### config.mk
export PLATFORM = sky130hd
export DESIGN_NAME = qerr_irq_ctrl
export DESIGN_NICKNAME = d
export VERILOG_FILES = /design/src/rtl/qerr_pkg.sv /design/src/rtl/qerr_evt_bit.sv /design/src/rtl/qerr_qctl.sv /design/src/rtl/qerr_inflight.sv /design/src/rtl/qerr_irq_ctrl.sv
export SDC_FILE = /design/constraint.sdc
export NUM_CORES = 1
export LEC_CHECK = 0
export BUFFER_PORTS_ARGS = -buffer_cell sky130_fd_sc_hd__buf_2
export CAP_MARGIN = 20
export CORE_MARGIN = 2
export CORE_UTILIZATION = 31
export DETAILED_ROUTE_END_ITERATION = 8
export GPL_ROUTABILITY_DRIVEN = 0
export GPL_TIMING_DRIVEN = 1
export PLACE_DENSITY = 0.56
export REMOVE_ABC_BUFFERS = 1
export SETUP_SLACK_MARGIN = 0.5
export SLEW_MARGIN = 20
export SYNTH_ARGS = -nofsm -noshare
export SYNTH_HDL_FRONTEND = slang
export SYNTH_SLANG_ARGS = --single-unit
### constraint.sdc
create_clock -name clk_i -period 3.4 [get_ports clk_i]
set_input_delay 0 -clock clk_i [delete_from_list [all_inputs] [get_ports clk_i]]
set_output_delay 0 -clock clk_i [all_outputs]
set_load 0.01 [all_outputs]
### src/rtl/qerr_pkg.sv
package qerr_pkg;
  localparam int unsigned NUM_EVT = 5;
  localparam int unsigned ADDR_W  = 3;

  localparam int unsigned EVT_MBOX  = 0;
  localparam int unsigned EVT_DBOVF = 1;
  localparam int unsigned EVT_RDERR = 2;
  localparam int unsigned EVT_WRERR = 3;
  localparam int unsigned EVT_SWERR = 4;

  localparam logic [NUM_EVT-1:0] FATAL_MASK = 5'b01110;

  typedef enum logic [ADDR_W-1:0] {
    A_STAT    = 3'd0,
    A_STATSET = 3'd1,
    A_ENSET   = 3'd2,
    A_ENCLR   = 3'd3,
    A_QCTL    = 3'd4,
    A_INFL    = 3'd5
  } reg_addr_e;
endpackage

### src/rtl/qerr_evt_bit.sv
module qerr_evt_bit (
  input  logic clk_i,
  input  logic rst_ni,
  input  logic set_i,     // hardware or software set
  input  logic clr_i,     // software write-1-to-clear
  input  logic en_set_i,
  input  logic en_clr_i,
  output logic stat_o,
  output logic en_o
);
  logic stat_q, en_q;

  always_ff @(posedge clk_i or negedge rst_ni) begin
    if (!rst_ni) begin
      stat_q <= 1'b0;
      en_q   <= 1'b0;
    end else begin
      if (set_i)        stat_q <= 1'b1;
      else if (clr_i)   stat_q <= 1'b0;
      if (en_set_i)     en_q <= 1'b1;
      else if (en_clr_i) en_q <= 1'b0;
    end
  end

  assign stat_o = stat_q;
  assign en_o   = en_q;

  a_r7_set_wins: assert property (@(posedge clk_i) disable iff (!rst_ni)
    set_i |=> stat_o);
  a_r3_clear: assert property (@(posedge clk_i) disable iff (!rst_ni)
    (clr_i && !set_i) |=> !stat_o);
  a_r5_en_clear: assert property (@(posedge clk_i) disable iff (!rst_ni)
    (en_clr_i && !en_set_i) |=> !en_o);
endmodule

### src/rtl/qerr_qctl.sv
module qerr_qctl (
  input  logic clk_i,
  input  logic rst_ni,
  input  logic wr_i,
  input  logic wr_ena_i,
  input  logic wr_cont_i,
  input  logic fatal_i,
  output logic ena_o,
  output logic cont_o
);
  logic ena_q, cont_q, kill;

  assign kill = fatal_i && !cont_q;

  always_ff @(posedge clk_i or negedge rst_ni) begin
    if (!rst_ni) begin
      ena_q  <= 1'b0;
      cont_q <= 1'b0;
    end else begin
      if (wr_i) cont_q <= wr_cont_i;
      // auto-disable outranks a software enable in the same cycle
      if (kill)      ena_q <= 1'b0;
      else if (wr_i) ena_q <= wr_ena_i;
    end
  end

  assign ena_o  = ena_q;
  assign cont_o = cont_q;

  a_r8_auto_disable: assert property (@(posedge clk_i) disable iff (!rst_ni)
    (fatal_i && !cont_o) |=> !ena_o);
  a_r9_cont_holds: assert property (@(posedge clk_i) disable iff (!rst_ni)
    (cont_o && !wr_i) |=> $stable(ena_o));
endmodule

### src/rtl/qerr_inflight.sv
module qerr_inflight #(
  parameter int unsigned CNT_W = 8
) (
  input  logic             clk_i,
  input  logic             rst_ni,
  input  logic             inc_i,
  input  logic             dec_i,
  output logic [CNT_W-1:0] cnt_o
);
  localparam logic [CNT_W-1:0] CNT_MAX = '1;
  logic [CNT_W-1:0] cnt_q;

  always_ff @(posedge clk_i or negedge rst_ni) begin
    if (!rst_ni) cnt_q <= '0;
    else if (inc_i && !dec_i && cnt_q != CNT_MAX) cnt_q <= cnt_q + 1'b1;
    else if (dec_i && !inc_i && cnt_q != '0)      cnt_q <= cnt_q - 1'b1;
  end

  assign cnt_o = cnt_q;

  a_r11_both_stable: assert property (@(posedge clk_i) disable iff (!rst_ni)
    (inc_i && dec_i) |=> $stable(cnt_o));
  a_r11_no_underflow: assert property (@(posedge clk_i) disable iff (!rst_ni)
    (cnt_o == '0 && !inc_i) |=> cnt_o == '0);
endmodule

### src/rtl/qerr_irq_ctrl.sv
module qerr_irq_ctrl
  import qerr_pkg::*;
#(
  parameter int unsigned DATA_W = 8,
  parameter int unsigned CNT_W  = 8
) (
  input  logic              clk_i,
  input  logic              rst_ni,
  input  logic              wr_en_i,
  input  logic [2:0]        wr_addr_i,
  input  logic [DATA_W-1:0] wr_data_i,
  input  logic [2:0]        rd_addr_i,
  output logic [DATA_W-1:0] rd_data_o,
  input  logic [4:0]        evt_i,
  input  logic              accept_i,
  input  logic              done_i,
  output logic              irq_o,
  output logic              queue_ena_o,
  output logic              quiescent_o,
  output logic [CNT_W-1:0]  inflight_o
);
  localparam int unsigned PAD_W = DATA_W - NUM_EVT;

  logic [NUM_EVT-1:0] wd, sw_set, sw_clr, en_set, en_clr, set_vec, stat, en;
  logic               fatal, qctl_wr, ena, cont;
  logic [CNT_W-1:0]   cnt;
  logic               unused_w;

  assign wd      = wr_data_i[NUM_EVT-1:0];
  assign unused_w = ^wr_data_i[DATA_W-1:NUM_EVT];
  assign sw_clr  = (wr_en_i && wr_addr_i == A_STAT)    ? wd : '0;
  assign sw_set  = (wr_en_i && wr_addr_i == A_STATSET) ? wd : '0;
  assign en_set  = (wr_en_i && wr_addr_i == A_ENSET)   ? wd : '0;
  assign en_clr  = (wr_en_i && wr_addr_i == A_ENCLR)   ? wd : '0;
  assign qctl_wr = wr_en_i && wr_addr_i == A_QCTL;
  assign set_vec = evt_i | sw_set;
  assign fatal   = |(set_vec & FATAL_MASK);

  for (genvar k = 0; k < NUM_EVT; k++) begin : g_evt
    qerr_evt_bit u_bit (
      .clk_i    (clk_i),
      .rst_ni   (rst_ni),
      .set_i    (set_vec[k]),
      .clr_i    (sw_clr[k]),
      .en_set_i (en_set[k]),
      .en_clr_i (en_clr[k]),
      .stat_o   (stat[k]),
      .en_o     (en[k])
    );
  end

  qerr_qctl u_qctl (
    .clk_i     (clk_i),
    .rst_ni    (rst_ni),
    .wr_i      (qctl_wr),
    .wr_ena_i  (wr_data_i[0]),
    .wr_cont_i (wr_data_i[1]),
    .fatal_i   (fatal),
    .ena_o     (ena),
    .cont_o    (cont)
  );

  qerr_inflight #(.CNT_W(CNT_W)) u_infl (
    .clk_i  (clk_i),
    .rst_ni (rst_ni),
    .inc_i  (accept_i),
    .dec_i  (done_i),
    .cnt_o  (cnt)
  );

  always_comb begin
    rd_data_o = '0;
    case (rd_addr_i)
      A_STAT, A_STATSET: rd_data_o = {{PAD_W{1'b0}}, stat};
      A_ENSET, A_ENCLR:  rd_data_o = {{PAD_W{1'b0}}, en};
      A_QCTL:            rd_data_o = {{(DATA_W-2){1'b0}}, cont, ena};
      A_INFL:            rd_data_o = DATA_W'(cnt);
      default:           rd_data_o = '0;
    endcase
  end

  assign irq_o       = |(stat & en);
  assign queue_ena_o = ena;
  assign quiescent_o = !ena && cnt == '0;
  assign inflight_o  = cnt;

  a_r6_no_en_no_irq: assert property (@(posedge clk_i) disable iff (!rst_ni)
    (en == '0) |-> !irq_o);
  a_r9_benign_bits: assert property (@(posedge clk_i) disable iff (!rst_ni)
    (!fatal && !qctl_wr) |=> $stable(queue_ena_o));
  a_r12_quiescent: assert property (@(posedge clk_i) disable iff (!rst_ni)
    quiescent_o |-> (!queue_ena_o && inflight_o == '0));
endmodule

== Word-level counts from Yosys, hierarchy flattened ==
Index checks and enable logic that the tools add are counted.

* $add $sub $neg: 2
* Equality and inequality tests: 10
* Mux-type cells: 29
* Bitwise gates (word level): 2
* Reduce and logical (&&, ||, !) cells: 35

{| class="wikitable"
|+ Operators by type and width
! kind !! number
|-
| $pmux W8 S4 || 1
|-
| $reduce_bool A2 Y1 || 12
|-
| $mux W1 || 22
|-
| $mux W5 || 4
|-
| $mux W8 || 2
|-
| $eq A3 B2 Y1 const B || 4
|-
| $logic_and A1 B1 Y1 || 11
|-
| $eq A3 B3 Y1 const B || 3
|-
| $add A8 B1 Y8 const B || 1
|-
| $logic_not A8 Y1 || 1
|-
| $ne A8 B8 Y1 const B || 1
|-
| $reduce_bool A8 Y1 || 1
|-
| $sub A8 B1 Y8 const B || 1
|-
| $eq A3 B1 Y1 const B || 2
|-
| $logic_not A3 Y1 || 2
|-
| $and A5 B5 Y5 || 1
|-
| $or A5 B5 Y5 || 1
|-
| $reduce_or A5 Y1 || 1
|-
| $logic_not A1 Y1 || 4
|-
| $reduce_or A2 Y1 || 2
|-
| $reduce_or A3 Y1 || 1
|}

* Register bits after elaboration: 20
* Input bits: 24
* Output and inout bits: 19
* Logic and storage cells: 91

== Logic depth before layout (Yosys ltp) ==
Gate-level depths: netlist (run 1).

* Depth after elaboration: 7
* Gate-level depth with buffers: 7
* Mapped depth without buffers: 7

== Modules after synthesis ==
From an unflattened synthesis (run 1), not the netlist that was laid out.

* Cells, all modules: 166
* Area total of the unflattened synthesis: 1519.0 µm²

{| class="wikitable"
|+ By module, submodules not included
! module !! instances !! cells each !! area each (µm²) !! sequential area each (µm²)
|-
| qerr_inflight || 1 || 73 || 670.6 || 200.2
|-
| qerr_irq_ctrl || 1 || 56 || 407.9 || 0.0
|-
| qerr_evt_bit || 5 || 6 || 72.6 || 50.0
|-
| qerr_qctl || 1 || 7 || 77.6 || 50.0
|}

== Worst setup path before layout (run 1) ==
Ideal clock, no wire load.

* Path type: register to register
* From: reg u_infl.cnt_q[0] (netlist: u_infl.cnt_o[0])
* To: reg u_infl.cnt_q[6] (netlist: u_infl.cnt_o[6])
* Setup time: 0.128 ns
* Data arrival time: 2.361 ns
* Data required time: 3.272 ns
* Path slack: 0.911 ns
* Cell stages (with the launch flop): 8
* Path buffers: 0
* Clock period less this slack: 2.489 ns
* Cell sequence: dfrtp_1 > nand4_1 > o21ai_2 > ha_1 > a211oi_1 > nor3_1 > or3b_1 > mux2_1

* Word-level cells in the longest chain between the ends: 3
* Elaborated cells on any way between the ends: 9
* Classes of those cells: add/sub (2); eq/ne (1); mux (2); reduce/logical (4)

{| class="wikitable"
|+ Ends and longest elaborated chain
! element !! line !! RTL
|-
| start, declared || qerr_inflight.sv:11 || <nowiki>logic [CNT_W-1:0] cnt_q;</nowiki>
|-
| start signal, assigned || qerr_inflight.sv:15 || <nowiki>else if (inc_i && !dec_i && cnt_q != CNT_MAX) cnt_q <= cnt_q + 1'b1;</nowiki>
|-
| start signal, assigned || qerr_inflight.sv:16 || <nowiki>else if (dec_i && !inc_i && cnt_q != '0) cnt_q <= cnt_q - 1'b1;</nowiki>
|-
| $sub A8 B1 Y8 (tied with other cells) || qerr_inflight.sv:16 ||
|-
| $mux W8 (tied with other cells) || qerr_inflight.sv:16 ||
|-
| $mux W8 or $reduce_bool A2 Y1 (tied branches) || - ||
|}

Parallel ways exist; a longest one is shown, timed or not. The select of a mux whose other input is x is not followed.
A chain may end at the register's enable or synchronous reset.

== Worst setup path after layout (run 1) ==
Ends and elaborated chain as after synthesis.

==> results.yml, run 1 <==
run_status:
  status: "complete, no violations"
place:
  io_buffers: 39
  dpl.hpwl_um: 2840
  pre_cts_ws_ns: 0.655
  place_inst: 229
hold_path:
  holdCritPathClass: "primary input to flop"
synth:
  synth.most_common_cell: "dfrtp_1"
  synth-edff-count: 0
  synth_top_cell_area_share: 0.356
  synthCells: 140
  yosysUniqueCellTypes: 41
  yosysWarnings: 0
  ys_top_cells_by_area: "dfrtp_1, mux2i_1, ha_1"
  netlist_area_sq_um: 1410
  yosysSeqAreaShare: 0.356
  synth_area_per_cell_sq_um: 10.0
  synth_flop_cell: "dfrtp_1"
  synth-async-reset-ratio: 1.00
  synthTopCellsByCount: "dfrtp_1, a21oi_1, mux2i_1, nand2_1, ha_1"
  synth_top_cell_by_area: "dfrtp_1"
  yosys_register_bits: 20
critical_path:
  critical-path-slowest-cell: "dfrtp_1"
  path_class: "flop to flop"
  cp.arrival_ns: 2.82
  crit_path_max_fanout: 9
  required_ns: 3.55
  startpoint_type: "flop"
  crit_family: "compound AO/OA/AOI/OAI gates"
  crit_path_end_kind: "flop"
  cpPeakStageDelay_ns: 0.52
  path_cells: "nand4_1, o21ai_4, ha_1, a211oi_1, nor3_1, or3b_1, mux2_1"
  critPathBufInv: 0
floorplanning:
  dieArea_sq_um: 5090
  start_util: 0.323
  core_area_sq_um: 4350
  ios: 43
  die_h_um: 71.4
  floorplan.die.width_um: 71.4
  rows: 24
timing:
  slew-limit-headroom: 0.617
  fin_crit_ns: 2.67
  setup_viol: 0
  setup_ws_ns: 0.729
  rsz0062_at_grt: "no"
  tns_ns: 0
  worstMarginPinSlew_ns: 0.573
  hold_violations: 0
  worst_clock_skew_ns: 0.000770
  slew_viol_final: 0
  max_freq_mhz: 374
  finalCritPeriodShare: 0.786
power:
  p_sw_frac: 0.402
  peakVddDrop_v: 0.000251
  switchingPower_mw: 0.535
  seqPwrFrac: 0.308
  p_comb_frac: 0.507
  power.internal_mw: 0.795
  finalPower_mw: 1.33
  clock_power_share: 0.185
  power_density_nw_per_um2: 722
  leakagePower_nw: 0.801
finish:
  stdcell_count: 243
  nNetsFinal: 223
  drive_above_1_share: 0.272
  area_growth_pct: 31.0
  antenna_cells: 0
  nFillCells: 451
global_route:
  grt_max_degree: 21
  grt_pass1_vias: 1372
  grt_overflow: 0
  track_usage: 0.155
  grt_pass1_wl_um: 6270
  antenna_found_initial: 0
route:
  drt-vias-per-instance: 5.56
  first_pass_iters: 5
  drc: 0
  vias: 1352
  wirelength_um: 3750
  drtIter0Drc: 56
  ant_nets: 0
  detail_route.wl_per_cell_um: 15.4
clock_network:
  cts_setup_buffers: 0
  cts_made_buffers: 3
  h-tree-depth: 1
  cts_tree: "yes"
  cts.clk_slew.worst_paths_ns: 0.08
  clock_latency_ns: 0.27
  clock_sinks: 20
  root_buffer: "clkbuf_8"
  cts_buffer_depth: 2
run:
  drv_cap: 0
-- state kept, by name, indices dropped and copies added (netlist names) --
| signal | flops |
|---|---|
| u_qctl.cont_o | 1 |
| g_evt.u_bit.en_o | 5 |
| u_qctl.ena_o | 1 |
| g_evt.u_bit.stat_o | 5 |
| u_infl.cnt_o | 8 |
-- per-stage QoR --
step                cell area [sq um]  hold WS [ns]  utilization
floorplan                        1400        -0.296            -
global placement                 1660       -0.0209        0.382
detailed placement               1660      -0.00628        0.382
CTS                              1830        0.0177        0.421
global route                     1840        0.0229        0.423
finish                           1840        0.0213        0.423
-- area by class of cell --
class	count	area, sq um	area share
Multi-Input combinational cell	112	883	0.480
Sequential cell	20	500	0.272
Timing Repair Buffer	50	303	0.164
Tap cell	52	65.1	0.0353
Clock buffer	3	41.3	0.0224
Clock inverter	1	30.0	0.0163
Inverter	5	18.8	0.0102
-- worst reg2reg max path, stage by stage, from the launching register on --
cell and delay, ns:
dfrtp_1 0.52, nand4_1 0.22, o21ai_4 0.35, ha_1 0.35, a211oi_1 0.36, nor3_1 0.10, or3b_1 0.36, mux2_1 0.30
-- per-layer routing --
layer  share of wire  track usage  wire length (um)  vias to the layer above
met5               0            0                 0                        -
met1            0.43        0.191              1620                      649
met3           0.050       0.0380               187                        7
li1                -            -                 -                      652
met2            0.51        0.267              1900                       44
met4           0.012       0.0461                46                        0
-- cell families after synthesis --
kind of cell	Yosys count	synth area share
AO/OA/AOI/OAI	47	0.233
XOR/XNOR	4	0.0249
adder cells (fa/ha/maj)	7	0.0676
buffers and inverters	8	0.0214
flip-flops	20	0.356
multiplexers	16	0.131
AND/OR/NAND/NOR	38	0.166
-- what timing repair did --
item,CTS,global route
setup endpoints to repair,0,2
hold buffers,10,0
gates resized for setup,0,1
endpoints found under the hold margin,29,0
-- final timing paths --
path | start | end | slack, ns | cells past startpoint
min reg2reg | u_qctl.cont_o | u_qctl.cont_o | 0.53 | 1
max | u_infl.cnt_o[0] | u_infl.cnt_o[6] | 0.73 | 7
min | wr_data_i[4] | g_evt[4].u_bit.en_o | 0.02 | 3
max reg2reg | u_infl.cnt_o[0] | u_infl.cnt_o[6] | 0.73 | 7
min in group asynchronous | rst_ni | u_infl.cnt_o[5] | 0.22 | 2
max in group asynchronous | rst_ni | g_evt[4].u_bit.stat_o | 2.85 | 2
-- power groups by stage --
stage / Clock [mW] / Combinational (mW) / Sequential, mW
finish: 0.246 / 0.675 / 0.409
detailed placement: 0 / 0.657 / 0.416
floorplan: 0 / 0.455 / 0.413
CTS: 0.250 / 0.672 / 0.413
global placement: 0 / 0.636 / 0.414
global route: 0.266 / 0.746 / 0.425
-- cell usage in the layout, fill, tap and decap left out, types with 5 or more instances in the layout --
| cell type | synthesis | layout |
|---|---|---|
| buf_2 | 0 | 39 |
| dfrtp_1 | 20 | 20 |
| dlygate4sd3_1 | 0 | 10 |
| mux2i_1 | 9 | 9 |
| a21oi_1 | 9 | 9 |
| nand2_1 | 7 | 7 |
| ha_1 | 6 | 6 |
| inv_1 | 5 | 5 |
| nor3_1 | 5 | 5 |
| a311o_1 | 5 | 5 |
No activity file was read; power rests on OpenSTA's default activity.
==> run 2: changes to the inputs <==
==> constraint.sdc (replaced) <==
create_clock -name clk_i -period 2.7 [get_ports clk_i]
set_input_delay 0 -clock clk_i [delete_from_list [all_inputs] [get_ports clk_i]]
set_output_delay 0 -clock clk_i [all_outputs]
set_load 0.01 [all_outputs]
==> results.yml, run 2 (same netlist as run 1, synthesis figures left out) <==
finish:
  area_growth_pct: 38.3
  antenna_cells: 0
  largest_reg_flops: 8
  multiInputGateArea_sq_um: 938
  final_cell_mix: "buf_2, dfrtp_1, buf_4"
  nNetsFinal: 233
  register_area_sq_um: 500
  drive_above_1_share: 0.370
  nFillCells: 433
  final_common_cell: "buf_2"
power:
  power_density_nw_per_um2: 931
  peakVddDrop_v: 0.000253
  seqPwrFrac: 0.243
  p_sw_frac: 0.413
  leakagePower_nw: 0.844
  switchingPower_mw: 0.747
  p_comb_frac: 0.649
  power.internal_mw: 1.06
  clock_power_share: 0.109
clock_network:
  cts_tree: "yes"
  cts_made_buffers: 3
  h-tree-depth: 1
  clock_sinks: 20
  clock_latency_ns: 0.26
  cts_buffer_depth: 2
  root_buffer: "clkbuf_8"
  cts.clk_slew.worst_paths_ns: 0.08
place:
  dpl.hpwl_um: 3030
  pre_cts_ws_ns: 0.105
  io_buffers: 39
route:
  first_pass_iters: 4
  drc: 0
  drt-vias-per-instance: 5.48
  wl_met2_um: 2110
  drtIter0Drc: 40
  routed.top_layer: "met4"
  wirelength_um: 4100
  dr_wl_met3_um: 226
  ant_nets: 0
  wl_met1_um: 1710
  vias: 1382
  detail_route.wl_per_cell_um: 16.3
hold_path:
  holdCritPathClass: "primary input to flop"
  min_path_cells: 2
  whs_endpoint: "g_evt[1].u_bit.en_o"
  min_from: "wr_data_i[1]"
global_route:
  grt_overflow: 0
  track_usage: 0.166
  grt_pass1_vias: 1438
  antenna_found_initial: 0
  grt_pass1_wl_um: 6700
  grt_max_degree: 21
critical_path:
  cpPeakStageDelay_ns: 0.39
  critPathBufInv: 1
  startpoint_type: "flop"
  r2r-start: "u_infl.cnt_o[6]"
  path_cells: "nand4_1, o21ai_4, buf_6, fa_2, a211oi_4, nor3_1, or3b_1, mux2_4"
  required_ns: 2.85
  crit_family: "simple AND/OR/NAND/NOR gates"
  crit_path_end_kind: "flop"
  crit_path_max_fanout: 5
  regToRegSetupSlack_ns: 0.38
  reg2regPathDepth: 8
  reg2reg_to: "u_infl.cnt_o[6]"
  cp.arrival_ns: 2.46
  critical-path-slowest-cell: "dfrtp_1"
  path_class: "flop to flop"
timing:
  setup_ws_ns: 0.385
  setup_viol: 0
  hold_violations: 0
  worstMarginPinSlew_ns: 0.571
  slew_viol_final: 0
  fin_crit_ns: 2.32
  worst_clock_skew_ns: 0.00525
  tns_ns: 0
  whs_ns: 0.00812
  slew-limit-headroom: 0.618
  rsz0062_at_grt: "yes"
  max_freq_mhz: 432
  finalCritPeriodShare: 0.857
run:
  drv_cap: 0
floorplanning:
  start_util: 0.323
  floorplan.die.width_um: 71.4
  die_h_um: 71.4
  ios: 43
  core_area_sq_um: 4350
  rows: 24
  dieArea_sq_um: 5090
run_status:
  status: "complete, no violations"
## run 2: cell types whose count changed in the layout (fill, tap and decap cells not counted), moves of 2 or more
cell           previous run  this run
o21ai_0                   4         1
a211oi_1                  3         1
ha_2                      0         3
o21ai_2                   1         3
dlygate4sd3_1            10         8
buf_6                     0         2
ha_1                      6         2
buf_4                     1        11
## run 2: metal layers
| layer | global-route usage | up-vias |
|---|---|---|
| li1 | - | 668 |
| met3 | 0.0338 | 6 |
| met4 | 0.0545 | 0 |
| met5 | 0 | - |
| met2 | 0.302 | 47 |
| met1 | 0.194 | 661 |
## run 2: stage by stage
step                cells  utilization  total power [mW]  cell area [sq um]
floorplan             137            -              1.09               1400
global placement      236        0.394              1.40               1720
detailed placement    236        0.394              1.45               1720
CTS                   252        0.444              1.80               1930
global route          252        0.447              1.96               1940
finish                252        0.447              1.81               1940
## run 2: worst max path at each step
| stage | to | depth (start not counted) | from | slack (ns) |
|---|---|---|---|---|
| floorplan | u_infl.cnt_o[6] | 7 | u_infl.cnt_o[0] | 0.21 |
| global placement | u_infl.cnt_o[6] | 7 | u_infl.cnt_o[3] | 0.24 |
| detailed placement | u_infl.cnt_o[6] | 7 | u_infl.cnt_o[7] | 0.11 |
| CTS | u_infl.cnt_o[6] | 8 | u_infl.cnt_o[1] | 0.43 |
| global route | u_infl.cnt_o[6] | 8 | u_infl.cnt_o[5] | 0.32 |
| finish | u_infl.cnt_o[6] | 8 | u_infl.cnt_o[6] | 0.38 |
## run 2: power groups by stage
stage	combinational, mW	sequential [mW]	clock (mW)
after floorplan	0.572	0.519	0
after detailed placement	0.987	0.459	0
final	1.17	0.440	0.197
after global placement	0.946	0.454	0
after global routing	1.29	0.449	0.222
after CTS	1.15	0.438	0.210
## run 2: repair_timing
item	CTS	global route
gates resized for setup	15	3
buffers inserted	5	0
hold buffers	8	0
setup endpoints to repair	3	4
pin swaps	6	1
hold endpoints to repair	27	0
## run 2: final cells by class
class,instances,area share
Clock buffer,3,0.0212
Inverter,5,0.00965
Multi-Input combinational cell,112,0.483
Sequential cell,20,0.257
Tap cell,52,0.0335
Timing Repair Buffer,60,0.196
